<file path="config.mk">
export PLATFORM = sky130hd
export DESIGN_NAME = orc_unit
export DESIGN_NICKNAME = d
export VERILOG_FILES = /design/src/rtl/orc_pkg.sv /design/src/rtl/orc_stage.sv /design/src/rtl/orc_combine_net.sv /design/src/rtl/orc_byte_fold.sv /design/src/rtl/orc_unit.sv
export SDC_FILE = /design/constraint.sdc
export NUM_CORES = 1
export LEC_CHECK = 0
export ABC_AREA = 1
export BUFFER_PORTS_ARGS = -buffer_cell sky130_fd_sc_hd__buf_4
export CAP_MARGIN = 0
export CORE_UTILIZATION = 61
export DETAILED_ROUTE_END_ITERATION = 8
export PLACE_DENSITY_LB_ADDON = 0.12
export REMOVE_ABC_BUFFERS = 1
export SYNTH_ARGS = -nofsm -noshare
export SYNTH_HDL_FRONTEND = slang
export SYNTH_SLANG_ARGS = --single-unit
</file>
<file path="constraint.sdc">
create_clock -name clk -period 2 [get_ports clk]
set_clock_uncertainty 0.1 [all_clocks]
set_input_delay 0.1 -clock clk [delete_from_list [all_inputs] [get_ports clk]]
set_output_delay 0.1 -clock clk [all_outputs]
set_load 0.01 [all_outputs]
</file>
<file path="src/rtl/orc_pkg.sv">
package orc_pkg;

    // Default datapath width and the stage count it implies.
    localparam int unsigned ORC_WIDTH  = 64;
    localparam int unsigned ORC_STAGES = $clog2(ORC_WIDTH);

    // Control value that selects the byte-wise form (stages 1, 2 and 4).
    localparam int unsigned ORC_BYTE_CTRL = 7;

    // Operating modes of the network.
    typedef enum logic {
        MODE_FULL = 1'b0,
        MODE_WORD = 1'b1
    } orc_mode_e;

endpackage

</file>
<file path="src/rtl/orc_stage.sv">
// One butterfly stage: OR the input with a copy in which neighbouring
// groups of 2**LOG_DIST bits trade places.
module orc_stage #(
    parameter int unsigned W        = 64,
    parameter int unsigned LOG_DIST = 0
) (
    input  logic         en,
    input  logic [W-1:0] din,
    output logic [W-1:0] dout
);
    localparam int unsigned DIST = 1 << LOG_DIST;

    // Lower-half mask: bit j set when bit LOG_DIST of j is clear.
    function automatic logic [W-1:0] lower_mask();
        logic [W-1:0] m;
        for (int j = 0; j < W; j++) begin
            m[j] = ((j >> LOG_DIST) & 1) == 0;
        end
        return m;
    endfunction

    localparam logic [W-1:0] LO_MASK = lower_mask();

    logic [W-1:0] moved_up;
    logic [W-1:0] moved_down;

    always_comb begin
        moved_up   = (din & LO_MASK) << DIST;
        moved_down = (din >> DIST) & LO_MASK;
        dout       = en ? (din | moved_up | moved_down) : din;
    end

endmodule

</file>
<file path="src/rtl/orc_combine_net.sv">
// Chain of butterfly stages in ascending distance, with word-mode gating.
module orc_combine_net #(
    parameter int unsigned W  = 64,
    parameter int unsigned CW = $clog2(W)
) (
    input  logic [W-1:0]  operand,
    input  logic [CW-1:0] ctrl,
    input  logic          word_mode,
    output logic [W-1:0]  result
);
    localparam int unsigned HALF = W / 2;

    logic [W-1:0] lvl [CW+1];

    assign lvl[0] = word_mode ? {{(W-HALF){1'b0}}, operand[HALF-1:0]} : operand;

    for (genvar i = 0; i < CW; i++) begin : g_stage
        // Stages whose distance reaches the half width are not used in word mode.
        localparam bit WIDE_ONLY = (1 << i) >= HALF;
        logic stage_en;
        if (WIDE_ONLY) begin : g_wide
            assign stage_en = ctrl[i] & ~word_mode;
        end else begin : g_any
            assign stage_en = ctrl[i];
        end
        orc_stage #(.W(W), .LOG_DIST(i)) u_stage (
            .en   (stage_en),
            .din  (lvl[i]),
            .dout (lvl[i+1])
        );
    end

    assign result = word_mode ? {{(W-HALF){1'b0}}, lvl[CW][HALF-1:0]} : lvl[CW];

endmodule

</file>
<file path="src/rtl/orc_byte_fold.sv">
// Direct byte form: OR-reduce each byte and replicate the outcome.
module orc_byte_fold #(
    parameter int unsigned W = 64
) (
    input  logic [W-1:0] operand,
    input  logic         word_mode,
    output logic [W-1:0] result
);
    localparam int unsigned NBYTES = W / 8;
    localparam int unsigned HBYTES = NBYTES / 2;

    for (genvar b = 0; b < NBYTES; b++) begin : g_byte
        logic any_set;
        assign any_set = |operand[8*b +: 8];
        if (b < HBYTES) begin : g_low
            assign result[8*b +: 8] = {8{any_set}};
        end else begin : g_high
            assign result[8*b +: 8] = {8{any_set & ~word_mode}};
        end
    end

endmodule

</file>
<file path="src/rtl/orc_unit.sv">
// Top: generalized OR-combine with a byte-form fast path and optional register.
module orc_unit
    import orc_pkg::*;
#(
    parameter int unsigned W       = ORC_WIDTH,
    parameter int unsigned CW      = $clog2(W),
    parameter bit          REG_OUT = 1'b1
) (
    input  logic          clk,
    input  logic          rst,
    input  logic          in_valid,
    input  logic [W-1:0]  operand,
    input  logic [CW-1:0] ctrl,
    input  logic          word_mode,
    output logic [W-1:0]  result
);
    localparam int unsigned HALF = W / 2;

    orc_mode_e     mode;
    logic [CW-1:0] ctrl_eff;
    logic          byte_sel;
    logic [W-1:0]  net_res;
    logic [W-1:0]  fold_res;
    logic [W-1:0]  comb_res;

    always_comb begin
        mode     = word_mode ? MODE_WORD : MODE_FULL;
        ctrl_eff = ctrl;
        if (mode == MODE_WORD) begin
            ctrl_eff[CW-1] = 1'b0;
        end
        byte_sel = (ctrl_eff == CW'(ORC_BYTE_CTRL));
    end

    orc_combine_net #(.W(W), .CW(CW)) u_net (
        .operand   (operand),
        .ctrl      (ctrl),
        .word_mode (word_mode),
        .result    (net_res)
    );

    orc_byte_fold #(.W(W)) u_fold (
        .operand   (operand),
        .word_mode (word_mode),
        .result    (fold_res)
    );

    assign comb_res = byte_sel ? fold_res : net_res;

    // the fast path and the stage network agree on the byte form.
    p_byte_agree_r3: assert property (@(posedge clk) disable iff (rst)
        byte_sel |-> (fold_res == net_res));

    // word mode never produces upper-half bits.
    p_word_upper_r5: assert property (@(posedge clk) disable iff (rst)
        word_mode |-> (net_res[W-1:HALF] == '0));

    // all stages on spread any set bit everywhere.
    p_full_ones_r6: assert property (@(posedge clk) disable iff (rst)
        (!word_mode && (ctrl == '1) && (operand != '0)) |-> (net_res == '1));

    if (REG_OUT) begin : g_reg
        logic [W-1:0] res_q;
        always_ff @(posedge clk) begin
            if (rst) begin
                res_q <= '0;
            end else if (in_valid) begin
                res_q <= comb_res;
            end
        end
        assign result = res_q;

        // without a strobe the register keeps its value.
        p_hold_r7: assert property (@(posedge clk) disable iff (rst)
            !in_valid |=> $stable(result));

        // the first cycle after reset shows a cleared result.
        p_reset_clear_r8: assert property (@(posedge clk) disable iff (rst)
            $past(rst) |-> (result == '0));
    end else begin : g_comb
        assign result = comb_res;
    end

endmodule

</file>
Word level (Yosys, flattened, before mapping) --
Index checks and enable logic that the tools add are counted.
Word-level totals: memory bits (read-only) 0, memories kept 0, bits in latches 0, logic and storage cells 39, flip-flop bits (word level) 64, bits of input ports 74, output and inout port bits 64, memory bits (writable) 0
Cells by class: $lt $le $gt $ge 0, add/sub/neg operators 0, shifts and indexed selects 0, muxes and demuxes 11, $mul 0, equality and inequality tests 1, reduce and logical (&&, ||, !) cells 8, div/mod/pow operators 0, bitwise gates (word level) 18
Operators by type and width (count):
- $mux 64 | 9
- $or 64x64->64 | 6
- $or 64x32->64 | 1
- $or 64x48->64 | 1
- $or 64x56->64 | 1
- $or 64x60->64 | 1
- $or 64x62->64 | 1
- $or 64x63->64 | 1
- $reduce_or 8->1 | 8
- $eq 6x3->1 const B | 1
- $and 1x1->1 | 5
- $mux 1 | 2
- $not 1->1 | 1

Longest topological paths before layout --
word-level depth 21, gate-level depth with buffers 17, gate-level depth less buffers 15

Cells and area by module --
Synthesis repeated with hierarchy kept, for this count alone.
Unflattened totals: cells, all modules 2003, area, all modules 10010.9 µm²
Modules (own cells, without submodules):
- orc_stage | times used 6, seq. area each 0.0 µm², area an instance 882.1 µm², cells each 199
- orc_unit | times used 1, seq. area each 1281.2 µm², area an instance 3502.1 µm², cells each 560
- orc_byte_fold | times used 1, seq. area each 0.0 µm², area an instance 655.6 µm², cells each 112
- orc_combine_net | times used 1, seq. area each 0.0 µm², area an instance 560.5 µm², cells each 137

Least setup slack after synthesis --
Ideal clock, no wire load.
path kind in2reg, start input ctrl[0], end register g_reg.res_q[0], in the netlist result[0], arrival time 1.167 ns, setup slack 0.602 ns, stages 14, path buffers 1, required time 1.769 ns, cells stage by stage clkbuf_1 -> or2_2 -> nand3_1 -> nand2_1 -> inv_1 -> nand2_1 -> nand2_1 -> nand2_1 -> inv_1 -> nand2_1 -> nand2_1 -> nand2_1 -> nand2_1 -> a21oi_2
Between the ends: cells in the longest elaborated chain, start to end 18, elaborated cells on any way between the ends 19
RTL lines:
- from (decl) | RTL line orc_unit.sv:13 | input logic [CW-1:0] ctrl,
- $mux 64 | RTL line orc_stage.sv:30 | dout = en ? (din | moved_up | moved_down) : din;
- $or 64x64->64 | RTL line orc_stage.sv:30
- $or 64x62->64 | RTL line orc_stage.sv:30
- $mux 64 | RTL line orc_stage.sv:30
- $or 64x64->64 | RTL line orc_stage.sv:30
- $or 64x60->64 | RTL line orc_stage.sv:30
- $mux 64 | RTL line orc_stage.sv:30
- $or 64x64->64 | RTL line orc_stage.sv:30
- [... 2 more ...]
- $or 64x64->64 | RTL line orc_stage.sv:30
- $or 64x48->64 | RTL line orc_stage.sv:30
- $mux 64 | RTL line orc_stage.sv:30
- $or 64x64->64 | RTL line orc_stage.sv:30
- $or 64x32->64 | RTL line orc_stage.sv:30
- $mux 64 | RTL line orc_stage.sv:30
- $mux 64 | RTL line orc_combine_net.sv:33 | assign result = word_mode ? {{(W-HALF){1'b0}}, lvl[CW][HALF-1:0]} : lvl[CW];
- $mux 64 * | RTL line orc_unit.sv:48 | assign comb_res = byte_sel ? fold_res : net_res;
- to (signal assigned) | RTL line orc_unit.sv:68 | res_q <= comb_res;
- to (decl) | RTL line orc_unit.sv:63 | logic [W-1:0] res_q;
Mark *: on every way between the ends. The rest lies on a longest branch, timed or not. A chain may end at the register's enable or synchronous reset.

Worst setup path after layout --
start input word_mode, end register g_reg.res_q[1], in the netlist result[1]
Between the ends: cells in the longest elaborated chain, start to end 20, elaborated cells on any way between the ends 25
RTL lines:
- from (decl) | RTL line orc_unit.sv:14 | input logic word_mode,
- $mux 64 | RTL line orc_combine_net.sv:15 | assign lvl[0] = word_mode ? {{(W-HALF){1'b0}}, operand[HALF-1:0]} : operand;
- $or 64x64->64 | RTL line orc_stage.sv:30
- $or 64x63->64 | RTL line orc_stage.sv:30
- $mux 64 | RTL line orc_stage.sv:30
- $or 64x64->64 | RTL line orc_stage.sv:30
- $or 64x62->64 | RTL line orc_stage.sv:30
- $mux 64 | RTL line orc_stage.sv:30
- $or 64x64->64 | RTL line orc_stage.sv:30
- [... 4 more ...]
- $mux 64 | RTL line orc_stage.sv:30
- $or 64x64->64 | RTL line orc_stage.sv:30
- $or 64x48->64 | RTL line orc_stage.sv:30
- $mux 64 | RTL line orc_stage.sv:30
- $or 64x32->64 | RTL line orc_stage.sv:30
- $mux 64 | RTL line orc_stage.sv:30
- $mux 64 | RTL line orc_combine_net.sv:33
- $mux 64 * | RTL line orc_unit.sv:48
Marks and branches as above.

==> implementation parameters <==
Parameter                              Value

Synth
  Leading cell types by total area after synthesis ... sky130_fd_sc_hd__nand2_1, sky130_fd_sc_hd__dfxtp_1, sky130_fd_sc_hd__inv_1, sky130_fd_sc_hd__a21oi_1, sky130_fd_sc_hd__buf_2
  Share of cell area taken by muxes after synthesis ... 0%
  Xor and xnor area share after synthesis ... 0%
  Proportion of netlist area held by the largest area contributor ... 44.2%
  Main flop type after synthesis ... sky130_fd_sc_hd__dfxtp_1
  Number of enable-type register cells in the synthesized netlist ... 0
  Cell accounting for the most synthesized area ... sky130_fd_sc_hd__nand2_1
  Basic-gate share of the synthesized area counting and, or, nand and nor cells ... 48.3%
  Most repeated cell in the gate-level netlist after synthesis ... sky130_fd_sc_hd__nand2_1
  Mean post-synth cell area ... 4.82 um2
  Compound-cell area share of the yosys netlist ... 10.6%
  Combined area of all synthesized cells ... 6600 um2
  Instance count of the mapped netlist ... 1,368
  Flip-flop and latch count after synthesis ... 64
  Count of synthesis-stage warnings from yosys ... 0
  Fraction of the mapped netlist area in adder cells ... 0%
  Largest family of logic cells by synthesized area ... simple AND/OR/NAND/NOR gates
  Post-synth top cells ... sky130_fd_sc_hd__nand2_1, sky130_fd_sc_hd__inv_1, sky130_fd_sc_hd__a21oi_1
  Proportion of register bits with asynchronous set or reset after synthesis ... 0%
  Count of unique library cells instantiated by Yosys ... 17
  Sequential share of the synthesized area ... 19.4%

Detailed routing
  Average wire length per cell after detail routing ... 10.8 um
  Via-to-Cell Ratio ... 4.80
  Drc violations ... 0
  Number of DRC violations after detailed-routing iteration 0 ... 433
  DR pass1 iterations ... 6
  Post-DRT Antenna Nets ... 0
  Overall routed net length ... 17,400 um
  Number of vias in the routed layout ... 7,707

Global route
  Met3 usage in global routing ... 4.90%
  Pin count of the biggest net entering global routing ... 66
  Antenna violations before repair ... 0
  Fraction of met1 tracks used by global routing ... 36.9%
  Most Used Layer, Global Route ... met2
  Wire length of the first global-routing pass ... 29,400 um
  Aggregate global routing overflow ... 0
  Met2 routing resource usage after global routing ... 58.7%
  Global Route Usage Sum ... 32.2%
  Number of global-route vias before repair ... 6,785

Worst setup path
  Data required time at the worst endpoint ... 2190 ps
  Most frequent CP cell ... sky130_fd_sc_hd__nand2_1
  Worst EP arrival ... 1690 ps
  Cell with the largest stage delay on the worst path ... sky130_fd_sc_hd__buf_12
  Reg-to-reg setup timing slack ... 1250 ps
  Critical path fanouts, max ... 25
  Endpoint of the worst-slack reg-to-reg timing path ... result[35]$_SDFFE_PP0P_
  Worst setup path class ... primary input to register
  Cells traversed along the worst timing path ... buf_4, inv_2, buf_12, nand3_1, nand2_1, nand2_1, nand2_1, nand2_1, nand2_1, nand2_1, nand2_1, inv_1, nand2_1, nand2_1, nand2_1, nand2_1, a21oi_1
  Worst reg-to-reg path cell count ... 2
  Crit path capture type ... register
  Startpoint Class ... primary input
  Largest stage delay on the critical path ... 190 ps
  RR Startpoint ... result[35]$_SDFFE_PP0P_

STA
  Final Cycle Share ... 75.3%
  Least-Margin Pin Slew ... 704 ps
  RSZ-0062 raised after global routing ... false
  Top achievable clock speed ... 664 MHz
  Count of final setup violators ... 0
  Worst slew margin relative to its limit ... 53.0%
  Minimum setup slack in the final design ... 494 ps
  Clock period minus final worst setup slack ... 1510 ps
  Final worst hold slack ... 23.6 ps
  Count of final hold-check violations ... 0
  Number of max-slew violations in the final report ... 0
  Setup total negative slack ... 0 ps

Clocking
  Cts hold-fix bufs ... 0
  Root buf cell ... sky130_fd_sc_hd__clkbuf_8
  Total CTS buffers ... 9
  Buffers inserted during post-CTS setup optimization ... 0
  TritonCTS clock tree ... done
  Insertion delay to the later sink of the worst-skew pair ... 360 ps
  CTS clock-pin slew for the worst setup and hold paths ... 70 ps
  Number of clock sinks ... 64
  H-tree depth ... 3
  Worst-case clock buffer depth ... 2
  Count of cells resized by post-cts repair ... 0

Floorplan
  Starting density of the core ... 63.3%
  Die ar. ... 11,200 um2
  Cell row count ... 37
  Die X-Extent ... 106 um
  Number of top-level design ports ... 138
  Floorplan Core Area ... 10,400 um2
  Chip height ... 106 um

Worst hold path
  Startpoint of the most critical hold path ... rst
  Hold path endpoint ... result[0]$_SDFFE_PP0P_
  Number of cells on the worst hold path ... 2
  Class of the worst hold path ... primary input to register

Cells and area
  Area added between synthesis and finish ... 18.9%
  Post-layout utilization of the core ... 75.3%
  Number of flip-flops under the largest register name ... 64
  Number of nets in the final layout ... 1,537
  Ratio of cells with drive above 1 in the final layout ... 13.0%
  Final cell count without fillers ... 1,604
  Ant diodes ... 0

Placed design
  Port buffer count ... 137
  Final estimated routing congestion in global placement ... 0.933
  Post-placement setup slack ... 128 ps
  Detailed-placement wirelength estimate ... 13,400 um
  Cells after DPL ... 1,588

Power and ir drop
  Power density cells ... 561 nW/um2
  Peak ir drop on the vdd network ... 579 uV
  Part of the power in combinational logic ... 34.9%
  Part of the power in registers ... 32.5%
  Part of the total power dissipated in the clock network ... 32.6%
  Pint ... 0.00287 W
  Net switching power of the design ... 0.00152 W
  Switching part of the total ... 34.7%
  Leak pwr ... 5.58 nW

Flow run
  Max-capacitance violation count ... 0

Outcome
  Result of the run ... complete, no violations
==> cell type report <==
type	count	area, um2
tap	136	170
timing repair buffer	151	1210
fill	934	2570
sequential	64	1280
inverter	278	1040
clock inverter	5	103
clock buffer	11	151
multi-input combinational	959	3880
==> cells in the final DEF, fill, tap and decap left out, drive strengths merged <==
cell	instances
nand2	776
inv	278
buf	151
a21oi	99
dfxtp	64
nand3	34
o21ai	32
or2	13
clkbuf	11
nor4	3
bufinv	3
o21bai	2
clkinvlp	1
clkinv	1
==> cells by family (layout without fill, tap and decap cells) <==
family,Yosys count,after routing
DFF,64,64
and+or+nand+nor,826,826
AOI/OAI and AO/OA,133,133
buffers and inverters,345,445
==> power groups by stage <==
| stage | combinational [W] | sequential [W] | clock [W] |
|---|---|---|---|
| 3_5_place_dp | 0.00152 | 0.00145 | 0 |
| 5_1_grt | 0.00176 | 0.00144 | 0.00151 |
| 6_report | 0.00154 | 0.00143 | 0.00144 |
| 4_1_cts | 0.00153 | 0.00143 | 0.00145 |
| 3_3_place_gp | 0.00149 | 0.00145 | 0 |
| 2_1_floorplan | 0.000853 | 0.00150 | 0 |
==> worst max path at each step <==
| stage | cells past startpoint | start | to | slack (ps) |
|---|---|---|---|---|
| 3_5_place_dp | 17 | word_mode | result[1]$_SDFFE_PP0P_ | 130 |
| 5_1_grt | 17 | word_mode | result[10]$_SDFFE_PP0P_ | 220 |
| 3_3_place_gp | 17 | word_mode | result[12]$_SDFFE_PP0P_ | 200 |
| 2_1_floorplan | 9 | word_mode | result[31]$_SDFFE_PP0P_ | 90 |
| 6_report | 17 | word_mode | result[1]$_SDFFE_PP0P_ | 490 |
| 4_1_cts | 17 | word_mode | result[1]$_SDFFE_PP0P_ | 500 |
==> worst max-delay path, delay by kind of cell <==
family	cells	cell delay [ps]
simple gates	12	920
compound gates	1	160
buf+inv	4	520
==> metrics by stage <==
step	power, W	area, um2
finish	0.00440	7840
global route	0.00470	7840
CTS	0.00441	7840
detailed placement	0.00297	7590
global placement	0.00294	7590
floorplan	0.00235	6210
==> metal layers <==
layer  vias to the layer above  routed length (um)
met3                        49                 847
li1                       4140                   -
met4                         0                 541
met2                       204                8640
met5                         -                   0
met1                      3314                7350
No activity file was read; power rests on OpenSTA's default activity.
